===== src/rtl/dsl_pkg.sv =====
`timescale 1ns/1ps
package dsl_pkg;
    localparam int unsigned WORD_W  = 32;
    localparam int unsigned SEL_W   = 5;
    localparam int unsigned CNT_W   = 8;
    localparam int unsigned PRE_W   = 31;
    localparam int unsigned SEL_LSB = 24;
    localparam int unsigned CNT_LSB = 16;
    localparam logic [SEL_W-1:0] SEL_RST = 5'd8;
    localparam logic [CNT_W-1:0] CNT_RST = 8'd16;

    typedef enum logic [1:0] {
        ST_POWER_ON  = 2'd0,
        ST_OFF_HOLD  = 2'd1,
        ST_OFF_READY = 2'd2
    } pwr_state_t;
endpackage


===== src/rtl/dsl_ctrl_reg.sv =====
`timescale 1ns/1ps
module dsl_ctrl_reg #(
    parameter int unsigned WORD_W  = dsl_pkg::WORD_W,
    parameter int unsigned SEL_W   = dsl_pkg::SEL_W,
    parameter int unsigned CNT_W   = dsl_pkg::CNT_W,
    parameter int unsigned SEL_LSB = dsl_pkg::SEL_LSB,
    parameter int unsigned CNT_LSB = dsl_pkg::CNT_LSB,
    parameter logic [SEL_W-1:0] SEL_RST = dsl_pkg::SEL_RST,
    parameter logic [CNT_W-1:0] CNT_RST = dsl_pkg::CNT_RST
) (
    input  logic              clk,
    input  logic              rst_n,
    input  logic              wr_en,
    input  logic [WORD_W-1:0] wr_data,
    output logic [SEL_W-1:0]  sel_q,
    output logic [CNT_W-1:0]  cnt_q,
    output logic [WORD_W-1:0] rd_data
);
    always_ff @(posedge clk or negedge rst_n) begin
        if (!rst_n) begin
            sel_q <= SEL_RST;
            cnt_q <= CNT_RST;
        end else if (wr_en) begin
            sel_q <= wr_data[SEL_LSB +: SEL_W];
            cnt_q <= wr_data[CNT_LSB +: CNT_W];
        end
    end

    always_comb begin
        rd_data = '0;
        rd_data[SEL_LSB +: SEL_W] = sel_q;
        rd_data[CNT_LSB +: CNT_W] = cnt_q;
    end

    // a write lands in both fields on the next edge
    p_write_lands_r1: assert property (@(posedge clk) disable iff (!rst_n)
        wr_en |=> (sel_q == $past(wr_data[SEL_LSB +: SEL_W]))
               && (cnt_q == $past(wr_data[CNT_LSB +: CNT_W])));
endmodule


===== src/rtl/dsl_prescaler.sv =====
`timescale 1ns/1ps
module dsl_prescaler #(
    parameter int unsigned PRE_W = dsl_pkg::PRE_W,
    parameter int unsigned SEL_W = dsl_pkg::SEL_W
) (
    input  logic             clk,
    input  logic             rst_n,
    input  logic             clr,
    input  logic             run,
    input  logic [SEL_W-1:0] sel,
    output logic             tick
);
    logic [PRE_W-1:0] acc_q;
    logic [PRE_W-1:0] mask;

    // bit i takes part in the tick compare when i < sel-1 (select 0 and 1: none)
    for (genvar i = 0; i < PRE_W; i++) begin : g_mask
        assign mask[i] = ((i + 1) < int'(sel));
    end

    always_ff @(posedge clk or negedge rst_n) begin
        if (!rst_n)      acc_q <= '0;
        else if (clr)    acc_q <= '0;
        else if (run)    acc_q <= acc_q + PRE_W'(1);
    end

    assign tick = run & (&(acc_q | ~mask));

    // divide-by-one selects tick on every running cycle
    p_div1_every_cycle_r3: assert property (@(posedge clk) disable iff (!rst_n)
        (run && (sel <= SEL_W'(1))) |-> tick);

    // a clear restarts the phase from zero
    p_clear_phase_r8: assert property (@(posedge clk) disable iff (!rst_n)
        clr |=> (acc_q == '0));
endmodule


===== src/rtl/dsl_offcount.sv =====
`timescale 1ns/1ps
module dsl_offcount #(
    parameter int unsigned CNT_W = dsl_pkg::CNT_W
) (
    input  logic             clk,
    input  logic             rst_n,
    input  logic             load,
    input  logic [CNT_W-1:0] load_val,
    input  logic             dec,
    output logic             zero
);
    logic [CNT_W-1:0] cnt_q;

    always_ff @(posedge clk or negedge rst_n) begin
        if (!rst_n)                   cnt_q <= '0;
        else if (load)                cnt_q <= load_val;
        else if (dec && cnt_q != '0)  cnt_q <= cnt_q - CNT_W'(1);
    end

    assign zero = (cnt_q == '0);

    // every entry reloads the programmed count
    p_reload_r8: assert property (@(posedge clk) disable iff (!rst_n)
        load |=> (cnt_q == $past(load_val)));

    // the count moves down by at most one per cycle and never wraps
    p_step_r4: assert property (@(posedge clk) disable iff (!rst_n)
        (!load && cnt_q != '0) |=> (cnt_q == $past(cnt_q)) || (cnt_q == $past(cnt_q) - CNT_W'(1)));
endmodule


===== src/rtl/dsleep_offtime_timer.sv =====
`timescale 1ns/1ps
module dsleep_offtime_timer
    import dsl_pkg::*;
(
    input  logic        clk,
    input  logic        rst_n,
    input  logic        cfg_wr_en,
    input  logic [31:0] cfg_wr_data,
    output logic [31:0] cfg_rd_data,
    input  logic        deep_en_i,
    input  logic        sleep_req_i,
    input  logic        wake_req_i,
    output logic        supply_en_o
);
    pwr_state_t       state_q, state_d;
    logic [SEL_W-1:0] sel;
    logic [CNT_W-1:0] cnt_cfg;
    logic             tick;
    logic             cnt_zero;
    logic             enter_hold;
    logic             wake_pend_q;
    logic             wake_any;

    dsl_ctrl_reg u_reg (
        .clk     (clk),
        .rst_n   (rst_n),
        .wr_en   (cfg_wr_en),
        .wr_data (cfg_wr_data),
        .sel_q   (sel),
        .cnt_q   (cnt_cfg),
        .rd_data (cfg_rd_data)
    );

    assign enter_hold = (state_q == ST_POWER_ON) && sleep_req_i && deep_en_i;

    dsl_prescaler u_pre (
        .clk   (clk),
        .rst_n (rst_n),
        .clr   (enter_hold),
        .run   (state_q == ST_OFF_HOLD),
        .sel   (sel),
        .tick  (tick)
    );

    dsl_offcount u_cnt (
        .clk      (clk),
        .rst_n    (rst_n),
        .load     (enter_hold),
        .load_val (cnt_cfg),
        .dec      (tick),
        .zero     (cnt_zero)
    );

    // wakeups seen during the countdown are kept until the hold ends
    always_ff @(posedge clk or negedge rst_n) begin
        if (!rst_n)                       wake_pend_q <= 1'b0;
        else if (state_q == ST_OFF_HOLD)  wake_pend_q <= wake_pend_q | wake_req_i;
        else                              wake_pend_q <= 1'b0;
    end

    assign wake_any = wake_req_i | wake_pend_q;

    always_ff @(posedge clk or negedge rst_n) begin
        if (!rst_n) state_q <= ST_POWER_ON;
        else        state_q <= state_d;
    end

    always_comb begin
        state_d = state_q;
        unique case (state_q)
            ST_POWER_ON: begin
                if (sleep_req_i) state_d = deep_en_i ? ST_OFF_HOLD : ST_OFF_READY;
            end
            ST_OFF_HOLD: begin
                if (cnt_zero) state_d = wake_any ? ST_POWER_ON : ST_OFF_READY;
            end
            ST_OFF_READY: begin
                if (wake_req_i) state_d = ST_POWER_ON;
            end
            default: state_d = ST_POWER_ON;
        endcase
    end

    always_comb begin
        supply_en_o = (state_q == ST_POWER_ON);
    end

    // a sleep request with the supply on removes it on the next edge
    p_enter_drop_r2: assert property (@(posedge clk) disable iff (!rst_n)
        (supply_en_o && sleep_req_i) |=> !supply_en_o);

    // no wakeup is honoured while the count is still running
    p_hold_off_r5: assert property (@(posedge clk) disable iff (!rst_n)
        (state_q == ST_OFF_HOLD && !cnt_zero) |=> !supply_en_o);

    // a latched wakeup is served once the count has expired
    p_pending_served_r5: assert property (@(posedge clk) disable iff (!rst_n)
        (state_q == ST_OFF_HOLD && cnt_zero && wake_pend_q) |=> supply_en_o);

    // a wakeup in the ready state restores the supply at once
    p_ready_wake_r7: assert property (@(posedge clk) disable iff (!rst_n)
        (state_q == ST_OFF_READY && wake_req_i) |=> supply_en_o);

    // with no wakeup, the ready state holds the supply off
    p_ready_idle_r9: assert property (@(posedge clk) disable iff (!rst_n)
        (state_q == ST_OFF_READY && !wake_req_i) |=> !supply_en_o);
endmodule


===== config.mk =====
export PLATFORM = sky130hd
export DESIGN_NAME = dsleep_offtime_timer
export DESIGN_NICKNAME = d
export VERILOG_FILES = /design/src/rtl/dsl_pkg.sv /design/src/rtl/dsl_ctrl_reg.sv /design/src/rtl/dsl_prescaler.sv /design/src/rtl/dsl_offcount.sv /design/src/rtl/dsleep_offtime_timer.sv
export SDC_FILE = /design/constraint.sdc
export NUM_CORES = 1
export LEC_CHECK = 0
export BUFFER_PORTS_ARGS = -buffer_cell sky130_fd_sc_hd__buf_2
export CORE_UTILIZATION = 55
export DETAILED_ROUTE_END_ITERATION = 16
export PLACE_DENSITY_LB_ADDON = 0.1
export SYNTH_ARGS = -nofsm -noshare
export SYNTH_HDL_FRONTEND = slang
export SYNTH_HIERARCHICAL = 1
export SYNTH_SLANG_ARGS = --single-unit
export TNS_END_PERCENT = 1

===== constraint.sdc =====
create_clock -name clk -period 4.35 [get_ports clk]
set_input_delay 1.0875 -clock clk [delete_from_list [all_inputs] [get_ports clk]]
set_output_delay 1.0875 -clock clk [all_outputs]
set_load 0.005 [all_outputs]

==> flow_metrics.env <==
export IMPL_status="completed"
export IMPL_fin_crit_ps=3210
export IMPL_antenna_found_initial=0
export IMPL_r2r_start="u_reg/sel_q[2]$_DFFE_PN0P_"
export IMPL_grt_pass1_vias=2321
export IMPL_grt_max_degree=46
export IMPL_drc=0
export IMPL_cp_startpoint="u_reg/sel_q[2]$_DFFE_PN0P_"
export IMPL_ys_ff_latch=54
export IMPL_post_cts_resized=0
export IMPL_die_w_um=80.0
export IMPL_ant_nets=0
export IMPL_yosysWarnings=6
export IMPL_overflow=0
export IMPL_cp_end_kind="flop"
export IMPL_synth_edf_count=0
export IMPL_drv_cap=0
export IMPL_setup_viol=0
export IMPL_setup_slack_ps=1140
export IMPL_min_delay_path_class="flop to flop"
export IMPL_r2r_end="u_cnt/cnt_q[7]$_DFFE_PN0P_"
export IMPL_fin_skew_ps=7.89
export IMPL_dieHeight_um=80.0
export IMPL_cts_htree_levels=2
export IMPL_cp_start_kind="flop"
export IMPL_slew_limit_headroom=0.471
export IMPL_start_util=0.568
export IMPL_wire_per_inst_um=14.4
export IMPL_dp_hpwl_mm=4.50
export IMPL_synth_area_leaders="dfrtp_1, buf_4, nor2_1, xor2_1, mux2_4"
export IMPL_tns_ps=0
export IMPL_path_buf_inv=1
export IMPL_power_density_nw_per_um2=393
export IMPL_cp_top_family="compound AO/OA/AOI/OAI gates"
export IMPL_antennaDiodeCount=0
export IMPL_core_area_um2=5890
export IMPL_worst_path_stages=9
export IMPL_vias_per_cell=5.62
export IMPL_vias=2488
export IMPL_cp_arrival_ps=3410
export IMPL_yosysMostFrequentCell="dfrtp_1"
export IMPL_cts_tree="yes"
export IMPL_cts_root_buf="clkbuf_8"
export IMPL_ys_types=66
export IMPL_rsz0062_at_grt="false"
export IMPL_clk_latency_ps=310
export IMPL_slew_violations=0
export IMPL_synth_seq_area_share=0.405
export IMPL_path_max_fanout=14
export IMPL_postSynthAreaPerCell_um2=9.50
export IMPL_worstSetupPathType="flop to flop"
export IMPL_hold_viol=0
export IMPL_slowest_delay_ps=580
export IMPL_drive_gt1_frac=0.198
export IMPL_pin_count=71
export IMPL_routabilityCongestion=0.836
export IMPL_synthCells=352
export IMPL_crit_chain="a21oi_1, o221ai_1, o31ai_1, nand4_1, a2111oi_1, buf_4, or3b_1, o311a_1, a221o_1"
export IMPL_wirelength_mm=6.37
export IMPL_clkTransAtPathRegs_ps=100
export IMPL_required_ps=4540
export IMPL_vdd_drop_max_uv=224
export IMPL_synth_area_um2=3340
export IMPL_cts_sinks=54
export IMPL_grt_pass1_wl_mm=10.9
export IMPL_cts_buffers=5
export IMPL_drt_first_pass_iters=4
export IMPL_reg2reg_setup_slack_ps=1140
export IMPL_place_ws_ps=1200
export IMPL_synth_common_cells="dfrtp_1, nor2_1, buf_4"
export IMPL_port_buffers=32
export IMPL_drt_first_iter_violations=133
export IMPL_cts_setup_buffers=0
export IMPL_stdcell_area_um2=3480
export IMPL_async_flop_share=1.00
export IMPL_clock_path_buffers=2
export IMPL_tightest_slew_ps=794
export IMPL_dpl_cell_area_um2=3380
export IMPL_max_freq_mhz=311
export IMPL_synth_top_cell_by_area="dfrtp_1"
export IMPL_utilization=0.591
export IMPL_num_rows=28
export IMPL_cp_endpoint="u_cnt/cnt_q[7]$_DFFE_PN0P_"
export IMPL_area_growth_syn_to_layout_pct=4.08
export IMPL_r2r_cells=9
export IMPL_fin_crit_sh=0.739
export IMPL_ctsHoldBuffers=0
export IMPL_p_leak_uw=0.00159
export IMPL_yosysTopAreaCellShare=0.389
export IMPL_dominantRegCellSynth="dfrtp_1"
export IMPL_whs_path_depth=2
export IMPL_dieArea_um2=6390
export IMPL_final_nets=408
export IMPL_grt_use_total=0.219
export IMPL_critPathSlowestCell="a2111oi_1"
## sequential cells by signal (all words and copies together) (netlist names)
signal       cells
u_pre/acc_q     30
u_cnt/cnt_q      8
u_reg/cnt_q      8
u_reg/sel_q      5
state_q          2
wake_pend_q      1
## per-stage QoR
step | power [µW] | std cells | hold slack (ps)
after global routing | 1460 | 443 | 531
final | 1370 | 443 | 515
after detailed placement | 1080 | 435 | 492
after global placement | 1070 | 435 | 483
after CTS | 1380 | 443 | 513
after floorplan | 1010 | 370 | 464
## layout make-up
class	instances	area [µm²]
Fill cell	519	2410
Multi-Input combinational cell	260	1710
Sequential cell	54	1350
Timing Repair Buffer	35	183
Tap cell	75	93.8
Clock buffer	6	82.6
Inverter	11	41.3
Clock inverter	2	12.5
## power by group
part	switching (µW)	internal, µW
Combinational	201	176
Clock	161	128
Sequential	114	585
Total	476	890
## how the worst min path moves through the flow
stage / start / endpoint / slack (ps)
after floorplan: wake_pend_q$_DFF_PN0_ / wake_pend_q$_DFF_PN0_ / 460
after global placement: wake_pend_q$_DFF_PN0_ / wake_pend_q$_DFF_PN0_ / 480
after detailed placement: wake_pend_q$_DFF_PN0_ / wake_pend_q$_DFF_PN0_ / 490
after CTS: wake_pend_q$_DFF_PN0_ / wake_pend_q$_DFF_PN0_ / 510
after global routing: wake_pend_q$_DFF_PN0_ / wake_pend_q$_DFF_PN0_ / 530
final: wake_pend_q$_DFF_PN0_ / wake_pend_q$_DFF_PN0_ / 510
## kinds of logic after synthesis
| kind of cell | synth area share |
|---|---|
| flip-flops | 0.405 |
| AO/OA/AOI/OAI | 0.103 |
| adder cells (fa/ha/maj) | 0.0112 |
| XOR/XNOR | 0.0707 |
| multiplexers | 0.0681 |
| AND/OR/NAND/NOR | 0.236 |
| buffers and inverters | 0.104 |
| other | 0.00112 |
## metal layers
layer	track usage	routed length, µm	share of wire
met3	0.0469	302	0.047
met4	0.0714	76	0.012
met2	0.327	2690	0.42
met1	0.314	3310	0.52
met5	0	0	0
## cells in the final DEF, fill, tap and decap left out, drive strengths merged, types with 4 or more instances in the layout
master,n
dfrtp,52
nand4,16
nand3,13
clkbuf,6
o21ai,10
buf,35
and2,4
a31oi,4
nand2b,4
nor2,48
nor4,5
inv,10
xor2,18
a21oi,14
nor3,12
mux2,16
conb,19
nand2,22
xnor2,9
## worst register-to-register path, stage by stage (launching register included)
cell,delay (ps)
dfrtp_1,560
a21oi_1,200
o221ai_1,120
o31ai_1,230
nand4_1,140
a2111oi_1,580
buf_4,240
or3b_1,460
o311a_1,330
a221o_1,260
(Power assumes the default switching activity.)
